`src/rtl/segld_pkg.sv`:
```
package segld_pkg;
  localparam int BYTE_W = 8;
  typedef enum logic [2:0] {
    ST_IDLE,
    ST_ADDR,
    ST_CTRL,
    ST_DATA,
    ST_SKIP
  } seg_st_e;
endpackage

```
`src/rtl/segld_line_sync.sv`:
```
module segld_line_sync #(
  parameter int STAGES = 2
) (
  input  logic clk_i,
  input  logic rst_ni,
  input  logic scl_i,
  input  logic sda_i,
  output logic scl_o,
  output logic sda_o,
  output logic scl_rise_o,
  output logic scl_fall_o,
  output logic start_o,
  output logic stop_o
);
  genvar g;
  generate
    for (g = 0; g < STAGES; g++) begin : g_stage
      logic scl_q, sda_q;
      if (g == 0) begin : g_first
        always_ff @(posedge clk_i or negedge rst_ni) begin
          if (!rst_ni) begin
            scl_q <= 1'b1;
            sda_q <= 1'b1;
          end else begin
            scl_q <= scl_i;
            sda_q <= sda_i;
          end
        end
      end else begin : g_next
        always_ff @(posedge clk_i or negedge rst_ni) begin
          if (!rst_ni) begin
            scl_q <= 1'b1;
            sda_q <= 1'b1;
          end else begin
            scl_q <= g_stage[g-1].scl_q;
            sda_q <= g_stage[g-1].sda_q;
          end
        end
      end
    end
  endgenerate

  logic scl_d, sda_d;
  assign scl_o = g_stage[STAGES-1].scl_q;
  assign sda_o = g_stage[STAGES-1].sda_q;

  always_ff @(posedge clk_i or negedge rst_ni) begin
    if (!rst_ni) begin
      scl_d <= 1'b1;
      sda_d <= 1'b1;
    end else begin
      scl_d <= scl_o;
      sda_d <= sda_o;
    end
  end

  assign scl_rise_o = scl_o & ~scl_d;
  assign scl_fall_o = ~scl_o & scl_d;
  // data edges while SCL stays high are bus conditions
  assign start_o    = scl_o & scl_d & sda_d & ~sda_o;
  assign stop_o     = scl_o & scl_d & ~sda_d & sda_o;
endmodule

```
`src/rtl/segld_frame_ctl.sv`:
```
module segld_frame_ctl
  import segld_pkg::*;
#(
  parameter logic [6:0] DEV_ADDR = 7'b0111010,
  parameter int         CS_W     = 3,
  parameter int         IDX_W    = 3,
  localparam int        VEC_W    = CS_W + IDX_W
) (
  input  logic              clk_i,
  input  logic              rst_ni,
  input  logic              scl_rise_i,
  input  logic              scl_fall_i,
  input  logic              start_i,
  input  logic              stop_i,
  input  logic              sda_i,
  input  logic [CS_W-1:0]   cs_i,
  output logic              sda_oe_o,
  output logic              ctrl_we_o,
  output logic              seg_we_o,
  output logic [IDX_W-1:0]  seg_idx_o,
  output logic [BYTE_W-1:0] byte_o,
  output seg_st_e           st_o,
  output logic [VEC_W-1:0]  vec_o,
  output logic [3:0]        bit_cnt_o,
  output logic              byte_done_o
);
  localparam logic [3:0] CNT_ACK  = 4'd8;
  localparam logic [3:0] CNT_HOLD = 4'd9;

  seg_st_e           st;
  logic [3:0]        bit_cnt;
  logic [BYTE_W-1:0] shreg;
  logic [VEC_W-1:0]  vec;
  logic              oe;
  logic              addr_ok, owner, byte_done;

  assign addr_ok   = (shreg == {DEV_ADDR, 1'b0});
  assign owner     = (vec[VEC_W-1 -: CS_W] == cs_i);
  // the eighth bit has been shifted in; SCL now falls into the acknowledge clock
  assign byte_done = scl_fall_i && (bit_cnt == CNT_ACK) && (st != ST_IDLE);

  always_ff @(posedge clk_i or negedge rst_ni) begin
    if (!rst_ni) begin
      st      <= ST_IDLE;
      bit_cnt <= '0;
      shreg   <= '0;
      vec     <= '0;
      oe      <= 1'b0;
    end else if (start_i) begin
      st      <= ST_ADDR;
      bit_cnt <= '0;
      oe      <= 1'b0;
    end else if (stop_i) begin
      st      <= ST_IDLE;
      bit_cnt <= '0;
      oe      <= 1'b0;
    end else if (st != ST_IDLE) begin
      if (scl_rise_i && bit_cnt < CNT_ACK) begin
        shreg   <= {shreg[BYTE_W-2:0], sda_i};
        bit_cnt <= bit_cnt + 4'd1;
      end else if (byte_done) begin
        bit_cnt <= CNT_HOLD;
        unique case (st)
          ST_ADDR: begin
            oe <= addr_ok;
            st <= addr_ok ? ST_CTRL : ST_SKIP;
          end
          ST_CTRL: begin
            oe  <= 1'b1;
            vec <= shreg[VEC_W-1:0];
            st  <= ST_DATA;
          end
          ST_DATA: begin
            oe  <= owner;
            vec <= vec + 1'b1;
          end
          default: oe <= 1'b0;
        endcase
      end else if (scl_fall_i && bit_cnt == CNT_HOLD) begin
        bit_cnt <= '0;
        oe      <= 1'b0;
      end
    end
  end

  assign sda_oe_o    = oe;
  assign ctrl_we_o   = byte_done && (st == ST_CTRL);
  assign seg_we_o    = byte_done && (st == ST_DATA) && owner;
  assign seg_idx_o   = vec[IDX_W-1:0];
  assign byte_o      = shreg;
  assign st_o        = st;
  assign vec_o       = vec;
  assign bit_cnt_o   = bit_cnt;
  assign byte_done_o = byte_done;
endmodule

```
`src/rtl/segld_seg_bank.sv`:
```
module segld_seg_bank
  import segld_pkg::*;
#(
  parameter  int IDX_W   = 3,
  localparam int N_BYTES = 1 << IDX_W
) (
  input  logic                      clk_i,
  input  logic                      rst_ni,
  input  logic                      seg_we_i,
  input  logic [IDX_W-1:0]          seg_idx_i,
  input  logic                      ctrl_we_i,
  input  logic [BYTE_W-1:0]         din_i,
  output logic [N_BYTES*BYTE_W-1:0] seg_o,
  output logic [BYTE_W-1:0]         ctrl_o
);
  genvar k;
  generate
    for (k = 0; k < N_BYTES; k++) begin : g_byte
      logic [BYTE_W-1:0] q;
      always_ff @(posedge clk_i or negedge rst_ni) begin
        if (!rst_ni) q <= '0;
        else if (seg_we_i && seg_idx_i == IDX_W'(k)) q <= din_i;
      end
      assign seg_o[k*BYTE_W +: BYTE_W] = q;
    end
  endgenerate

  always_ff @(posedge clk_i or negedge rst_ni) begin
    if (!rst_ni) ctrl_o <= '0;
    else if (ctrl_we_i) ctrl_o <= din_i;
  end
endmodule

```
`src/rtl/seg_loader_i2c.sv`:
```
module seg_loader_i2c
  import segld_pkg::*;
#(
  parameter  int         SYNC_STAGES = 2,
  parameter  logic [6:0] DEV_ADDR    = 7'b0111010,
  parameter  int         CS_W        = 3,
  parameter  int         IDX_W       = 3,
  localparam int         VEC_W       = CS_W + IDX_W,
  localparam int         N_BYTES     = 1 << IDX_W,
  localparam int         SEG_W       = N_BYTES * BYTE_W
) (
  input  logic              clk_i,
  input  logic              rst_ni,
  input  logic              scl_i,
  input  logic              sda_i,
  input  logic [CS_W-1:0]   cs_i,
  output logic              sda_oe_o,
  output logic [SEG_W-1:0]  seg_o,
  output logic [BYTE_W-1:0] ctrl_o
);
  logic scl_s, sda_s, scl_rise, scl_fall, start_det, stop_det;
  logic ctrl_we, seg_we, byte_done;
  logic [IDX_W-1:0]  seg_idx;
  logic [BYTE_W-1:0] rx_byte;
  logic [VEC_W-1:0]  vec;
  logic [3:0]        bit_cnt;
  seg_st_e           st;

  segld_line_sync #(.STAGES(SYNC_STAGES)) u_sync (
    .clk_i, .rst_ni, .scl_i, .sda_i,
    .scl_o(scl_s), .sda_o(sda_s),
    .scl_rise_o(scl_rise), .scl_fall_o(scl_fall),
    .start_o(start_det), .stop_o(stop_det)
  );

  segld_frame_ctl #(.DEV_ADDR(DEV_ADDR), .CS_W(CS_W), .IDX_W(IDX_W)) u_ctl (
    .clk_i, .rst_ni,
    .scl_rise_i(scl_rise), .scl_fall_i(scl_fall),
    .start_i(start_det), .stop_i(stop_det),
    .sda_i(sda_s), .cs_i,
    .sda_oe_o,
    .ctrl_we_o(ctrl_we), .seg_we_o(seg_we), .seg_idx_o(seg_idx),
    .byte_o(rx_byte), .st_o(st), .vec_o(vec), .bit_cnt_o(bit_cnt),
    .byte_done_o(byte_done)
  );

  segld_seg_bank #(.IDX_W(IDX_W)) u_bank (
    .clk_i, .rst_ni,
    .seg_we_i(seg_we), .seg_idx_i(seg_idx), .ctrl_we_i(ctrl_we),
    .din_i(rx_byte), .seg_o, .ctrl_o
  );
endmodule

```
`config.mk`:
```
export PLATFORM = sky130hd
export DESIGN_NAME = seg_loader_i2c
export DESIGN_NICKNAME = d
export VERILOG_FILES = /design/src/rtl/segld_pkg.sv /design/src/rtl/segld_line_sync.sv /design/src/rtl/segld_frame_ctl.sv /design/src/rtl/segld_seg_bank.sv /design/src/rtl/seg_loader_i2c.sv
export SDC_FILE = /design/constraint.sdc
export NUM_CORES = 1
export LEC_CHECK = 0
export BUFFER_PORTS_ARGS = -buffer_cell sky130_fd_sc_hd__buf_2
export CAP_MARGIN = 20
export CORE_ASPECT_RATIO = 1.25
export CORE_MARGIN = 5
export CORE_UTILIZATION = 50
export CTS_CLUSTER_SIZE = 40
export DETAILED_ROUTE_END_ITERATION = 10
export HOLD_SLACK_MARGIN = 0.05
export PLACE_DENSITY = 0.78
export SLEW_MARGIN = 20
export SYNTH_ARGS = -nofsm -noshare
export SYNTH_HDL_FRONTEND = slang
export SYNTH_SLANG_ARGS = --single-unit
```
`constraint.sdc`:
```
create_clock -name clk_i -period 1.9 [get_ports clk_i]
set_input_delay 0.285 -clock clk_i [delete_from_list [all_inputs] [get_ports clk_i]]
set_output_delay 0.285 -clock clk_i [all_outputs]
set_load 0.03 [all_outputs]
```
======== Word-level counts from Yosys, hierarchy flattened ========
Index checks and enable logic that the tools add are counted.
operators by class
  add/subtract/negate cells ............... 2
  $lt $le $gt $ge ......................... 1
  eq/ne operators ......................... 15
  mux-type cells .......................... 21
  bitwise logic cells ..................... 14
  reductions and logical operators ........ 28
operator list
  cell                   number
  $mux W4                6
  $mux W3                6
  $logic_and A1 B1 Y1    15
  $eq A3 B2 Y1 const B   4
  $eq A3 B3 Y1 const B   4
  $pmux W6 S2            1
  $reduce_bool A3 Y1     3
  $eq A4 B4 Y1 const B   2
  $eq A8 B7 Y1 const B   1
  $reduce_and A4 Y1      2
  $reduce_bool A4 Y1     2
  $and A1 B1 Y1          7
  $not A1 Y1             7
  $add A6 B1 Y6 const B  1
  $eq A3 B1 Y1 const B   2
  $mux W1                6
  $pmux W3 S2            1
  $reduce_and A6 Y1      1
  $reduce_bool A5 Y1     1
  $add A4 B1 Y4 const B  1
  $lt A4 B4 Y1 const B   1
  $eq A3 B3 Y1           1
  $logic_not A3 Y1       1
  $ne A3 B3 Y1 const B   1
  4 further kinds        4
word-level totals
  flip-flop bits (word level) ............. 100
  bits of input ports ..................... 7
  output and inout bits ................... 73
  logic and storage cells ................. 101

======== Depth between registers and ports, before layout ========
  depth in word-level cells ............... 9
  mapped depth ............................ 8

======== Hierarchy ========
A second synthesis with hierarchy kept.
second synthesis, totals
  cells, all modules ...................... 303
  area, all modules ....................... 4,214.0 um^2
modules (own cells, without submodules)
  module           instances  cells each  area each (um^2)  seq. area each (um^2)
  segld_seg_bank   1          160         2,746.4           1,801.7
  segld_frame_ctl  1          133         1,277.5           550.5
  segld_line_sync  1          10          190.2             157.7

======== Least setup slack after synthesis ========
Ideal clock, no wire load.
  path type ............................... reg2reg
  from .................................... reg u_ctl.st[2] (netlist: u_ctl.st_o[2])
  to ...................................... reg u_bank.g_byte[0].q[0]
  data arrival time ....................... 1.830 ns
  required time ........................... 1.775 ns
  setup slack ............................. -0.055 ns
  cell stages (with the launch flop) ...... 9
  buffers on the path ..................... 4
  clock period less this slack ............ 1.955 ns
  cells stage by stage .................... dfrtp_1 buf_2 and3b_1 buf_2 and4_1 buf_2 and4_4 buf_6 mux2_4
on the way
  longest elaborated chain between the ends .. 5
  elaborated cells between the ends (all ways) .. 6
  classes of those cells .................. 1 x eq/ne; 5 x reduce/logical
RTL lines
  element                               RTL line               text
  from (decl)                           segld_frame_ctl.sv:30  seg_st_e st;
  from (signal assigned)                segld_frame_ctl.sv:66  st <= addr_ok ? ST_CTRL : ST_SKIP;
  $reduce_bool A3 Y1                    segld_frame_ctl.sv:40  assign byte_done = scl_fall_i && (bit_cnt == CNT_ACK) && (st != ST_IDLE);
  $logic_and A1 B1 Y1                   segld_frame_ctl.sv:40
  $logic_and A1 B1 Y1 (*) (2 in a row)  segld_frame_ctl.sv:88  assign seg_we_o = byte_done && (st == ST_DATA) && owner;
  $logic_and A1 B1 Y1 (*)               segld_seg_bank.sv:22   else if (seg_we_i && seg_idx_i == IDX_W'(k)) q <= din_i;
  to (signal assigned)                  segld_seg_bank.sv:22
  to (decl)                             segld_seg_bank.sv:19   logic [BYTE_W-1:0] q;
Mark *: on every way between the ends. The rest lies on a longest branch, timed or not.
A chain may end at the register's enable or synchronous reset.

======== Worst setup path in the final report ========
  from .................................... reg u_sync.scl_d
  to ...................................... reg u_bank.g_byte[3].q[3]
on the way
  longest elaborated chain between the ends .. 6
RTL lines
  element                           RTL line               text
  from (decl)                       segld_line_sync.sv:43  logic scl_d, sda_d;
  from (signal assigned)            segld_line_sync.sv:52  scl_d <= scl_o;
  $and A1 B1 Y1                     segld_line_sync.sv:58  assign scl_fall_o = ~scl_o & scl_d;
  $logic_and A1 B1 Y1 (2 in a row)  segld_frame_ctl.sv:40
  $logic_and A1 B1 Y1 (2 in a row)  segld_frame_ctl.sv:88
  $logic_and A1 B1 Y1               segld_seg_bank.sv:22
  to (signal assigned)              segld_seg_bank.sv:22
  to (decl)                         segld_seg_bank.sv:19
Every way passes these cells.

==> metrics.md <==
| Metric | Value |
|---|---|
| Synth-to-Final Area Change | 21.8% |
| CP delay by family, top | simple AND/OR/NAND/NOR gates |
| CTS Sinks | 100 |
| Drt drc | 0 |
| MaxCap Viol Count | 0 |
| Setup violations, final | 0 |
| FILL cells | roughly 660 |
| CP startpoint kind | register |
| DR WL/cell | between 15 and 20 um |
| Register area share after synthesis | a little under three fifths |
| Reg clk slew, reported paths | about 0.09 ns |
| Fin. max-slew vios | 0 |
| Post-synthesis instance area | about 4400 um2 |
| Drt pass-1 iters | 4 |
| Worst slew margin | ~71% |
| Peak VDD IR | about 580 uV |
| CP Cell Sequence | and4bb_2 > nand2_1 > nor3_4 > buf_12 > mux2_2 |
| Worst hold stages | 0 |
| Multiplexer share of the synthesized area | a little under a quarter |
| CTS max path bufs | 2 |
| Setup Crit Path Kind | reg -> reg |
| CP endpoint kind | register |
| Most frequent cell after synthesis | dfrtp_1 |
| Antenna violations before repair | 0 |
| Via density | roughly 5.3 |
| WP depth | 5 |
| Number of global-route vias before repair | ~3.0k |
| Post-CTS Setup Bufs | 0 |
| Static Leak | between 2 and 3 nW |
| CP arrival | between 2 and 2.5 ns |
| Routed vias | 2777 |
| Dpl hpwl | about 7000 um |
| Clock Skews | roughly 0.0074 ns |
| Cell Rows | 38 |
| DIE AREA | 10700 um2 |
| Yosys Warn Count | 0 |
| Outcome | finished clean |
| Total CTS buffers | 9 |
| Global-route wire length before repair | around 16000 um |
| Initial Util | roughly half |
| Ant. Diodes | 0 |
| Die Y-Extent | 114 um |
| Iter 0 DRT Violations | roughly 240 |
| Critical Path Max Stage Delay | ~0.53 ns |
| Final Core Density | between 60% and 70% |
| Worst Reg2Reg Path Length in Cells | 5 |
| Post-synth EDFFs | 0 |
| Tightest Pin Transition | about 0.43 ns |
| Final net count | ~420 |
| Multi-input logic area | 1740 um2 |
| Final cycle utilization of the critical path | 99.3% |
| Setup_tns | 0 ns |
| Post-layout min period | roughly 1.9 ns |
| Synth Area in Simple Gates | roughly 8.4% |
| Worst path buffer plus inverter count | 1 |
| XOR/XNOR Fraction of Synth Area | between 1 and 1.5% |
| Average size of a mapped cell | roughly 15 um2 |
| Synthesized netlist cell count | 300 |
| H-tree Lvls | 3 |
| Die X | 93.5 um |
| Hold Path Class | reg -> reg |
| Synth Area in Adders | roughly 2.6% |
| Most common flop cell mapped by yosys | dfrtp_1 |
| Root buf cell | clkbuf_8 |
| RSZ-0062 raised after global routing | true |
| CP Max Fanout | 8 |
| Io pins | 80 |
| IO Port Bufs | 79 |
| Clk Latency, worst-skew pair | between 0.3 and 0.4 ns |
| Synth unique cells | between 40 and 50 |
| Max Fclk | 530 MHz |
| Fin. Hold Viols | 0 |
| Post-synthesis compound-gate area fraction | between 4 and 5% |
| Detailed Route WL | 9530 um |
| Register bit total from synthesis | 100 |
| FFs w/ async S/R, synth | 100% |
| Sequential cell area | around 2500 um2 |
| Post-Syn Nets | 316 |
| Share of post-route cells with drive strength above 1 | a little over half |
| Largest family of logic cells by synthesized area | multiplexers |
| GRT Residual Overflow | 0 |
| CTS tree | done |
| Core Region | 8610 um2 |
| Area contributors post-synth | dfrtp_1 54%, mux2_2 14%, mux2_4 8.3% |
| Tot GR Track Use | 19.3% |
| CP Data Required Time | approximately 2.1 ns |
| Power after layout | 4.52 mW |
| Yosys top cell area share | around 54% |
| Post-route ant nets | 0 |
| CP max-delay cell | dfstp_2 |
| Top cells by count, synth | 94 x dfrtp_1, 56 x mux2_2, 24 x mux2_4 |
| Synth area leader | dfrtp_1 |
| PwrDens | approximately 850 nW/um2 |
| RePlAce Congestion | between 0.8 and 0.9 |
| Pin count of the biggest net entering global routing | just under 50 |
## metal layers
layer  vias up  track usage (%)  share of wire (%)
met5         -                0                  0
met3        11             5.39                5.5
li1       1268                -                  -
met2        63             31.7                 51
met4         0             6.65                1.2
met1      1435             24.4                 43
## worst paths after layout
check	end	slack, ns	from
worst max-delay path	u_bank.g_byte[3].q[3]	0.01	u_sync.scl_d
worst min-delay path	u_sync.sda_o	0.36	u_sync.g_stage[0].sda_q
worst max register to register	u_bank.g_byte[3].q[3]	0.01	u_sync.scl_d
worst min register to register	u_sync.sda_o	0.36	u_sync.g_stage[0].sda_q
max in group asynchronous	u_sync.sda_d	0.83	rst_ni
min in group asynchronous	u_bank.g_byte[6].q[4]	0.40	rst_ni
## through the flow
| step | setup slack, ns | cells | hold WS, ns | area [um2] |
|---|---|---|---|---|
| 6_report | 0.0127 | 524 | 0.361 | 5310 |
| 5_1_grt | -0.0490 | 524 | 0.371 | 5310 |
| 4_1_cts | -0.00712 | 524 | 0.363 | 5280 |
| 3_5_place_dp | 0.00404 | 505 | 0.257 | 5040 |
| 3_3_place_gp | 0.0397 | 505 | 0.250 | 5040 |
| 2_1_floorplan | -0.0248 | 300 | -0.0106 | 4370 |
## registers in the layout, summed over array words and instances (netlist names), 3 cells and up
name,count
u_bank.ctrl_o,8
u_bank.g_byte.q,64
u_ctl.bit_cnt_o,4
u_ctl.byte_o,8
u_ctl.st_o,3
u_ctl.vec_o,6
## layout make-up
cell class	count	area share, %
Tap cell	120	2.83
Sequential cell	100	47.3
Timing Repair Buffer	108	12.7
Clock buffer	14	3.63
Inverter	8	0.566
Multi-Input combinational cell	172	32.7
Clock inverter	2	0.283
## placed cells by master (no fill, tap or decap), types with 4 or more instances in the layout
| cell | n |
|---|---|
| inv_1 | 8 |
| ha_1 | 9 |
| dfrtp_1 | 93 |
| o21ai_0 | 4 |
| nand2_1 | 8 |
| nand3_1 | 6 |
| nor2_1 | 7 |
| buf_4 | 23 |
| buf_2 | 78 |
| mux2_2 | 56 |
| clkbuf_8 | 14 |
| buf_12 | 4 |
| a21oi_1 | 5 |
| mux2_4 | 24 |
| dfstp_2 | 6 |
## repair_timing
item,4_1_cts,5_1_grt
gates resized for setup,0,5
pin swaps,1,4
endpoints found under the hold margin,32,0
setup endpoints to repair,4,38
hold buffers,3,0
## power breakdown
part	switching, mW	total, mW	internal, mW
Combinational	0.522	0.848	0.327
Sequential	0.0727	2.32	2.25
Clock	0.699	1.36	0.656
Total	1.29	4.52	3.23
## kinds of logic (layout without fill, tap and decap cells)
| group | after synthesis | in the layout |
|---|---|---|
| AO/OA/AOI/OAI | 25 | 25 |
| XOR/XNOR | 5 | 5 |
| adder cells (fa/ha/maj) | 9 | 9 |
| buffers and inverters | 28 | 132 |
| flip-flops | 100 | 100 |
| multiplexers | 82 | 82 |
| AND/OR/NAND/NOR | 51 | 51 |
No activity file was read; power rests on OpenSTA's default activity.
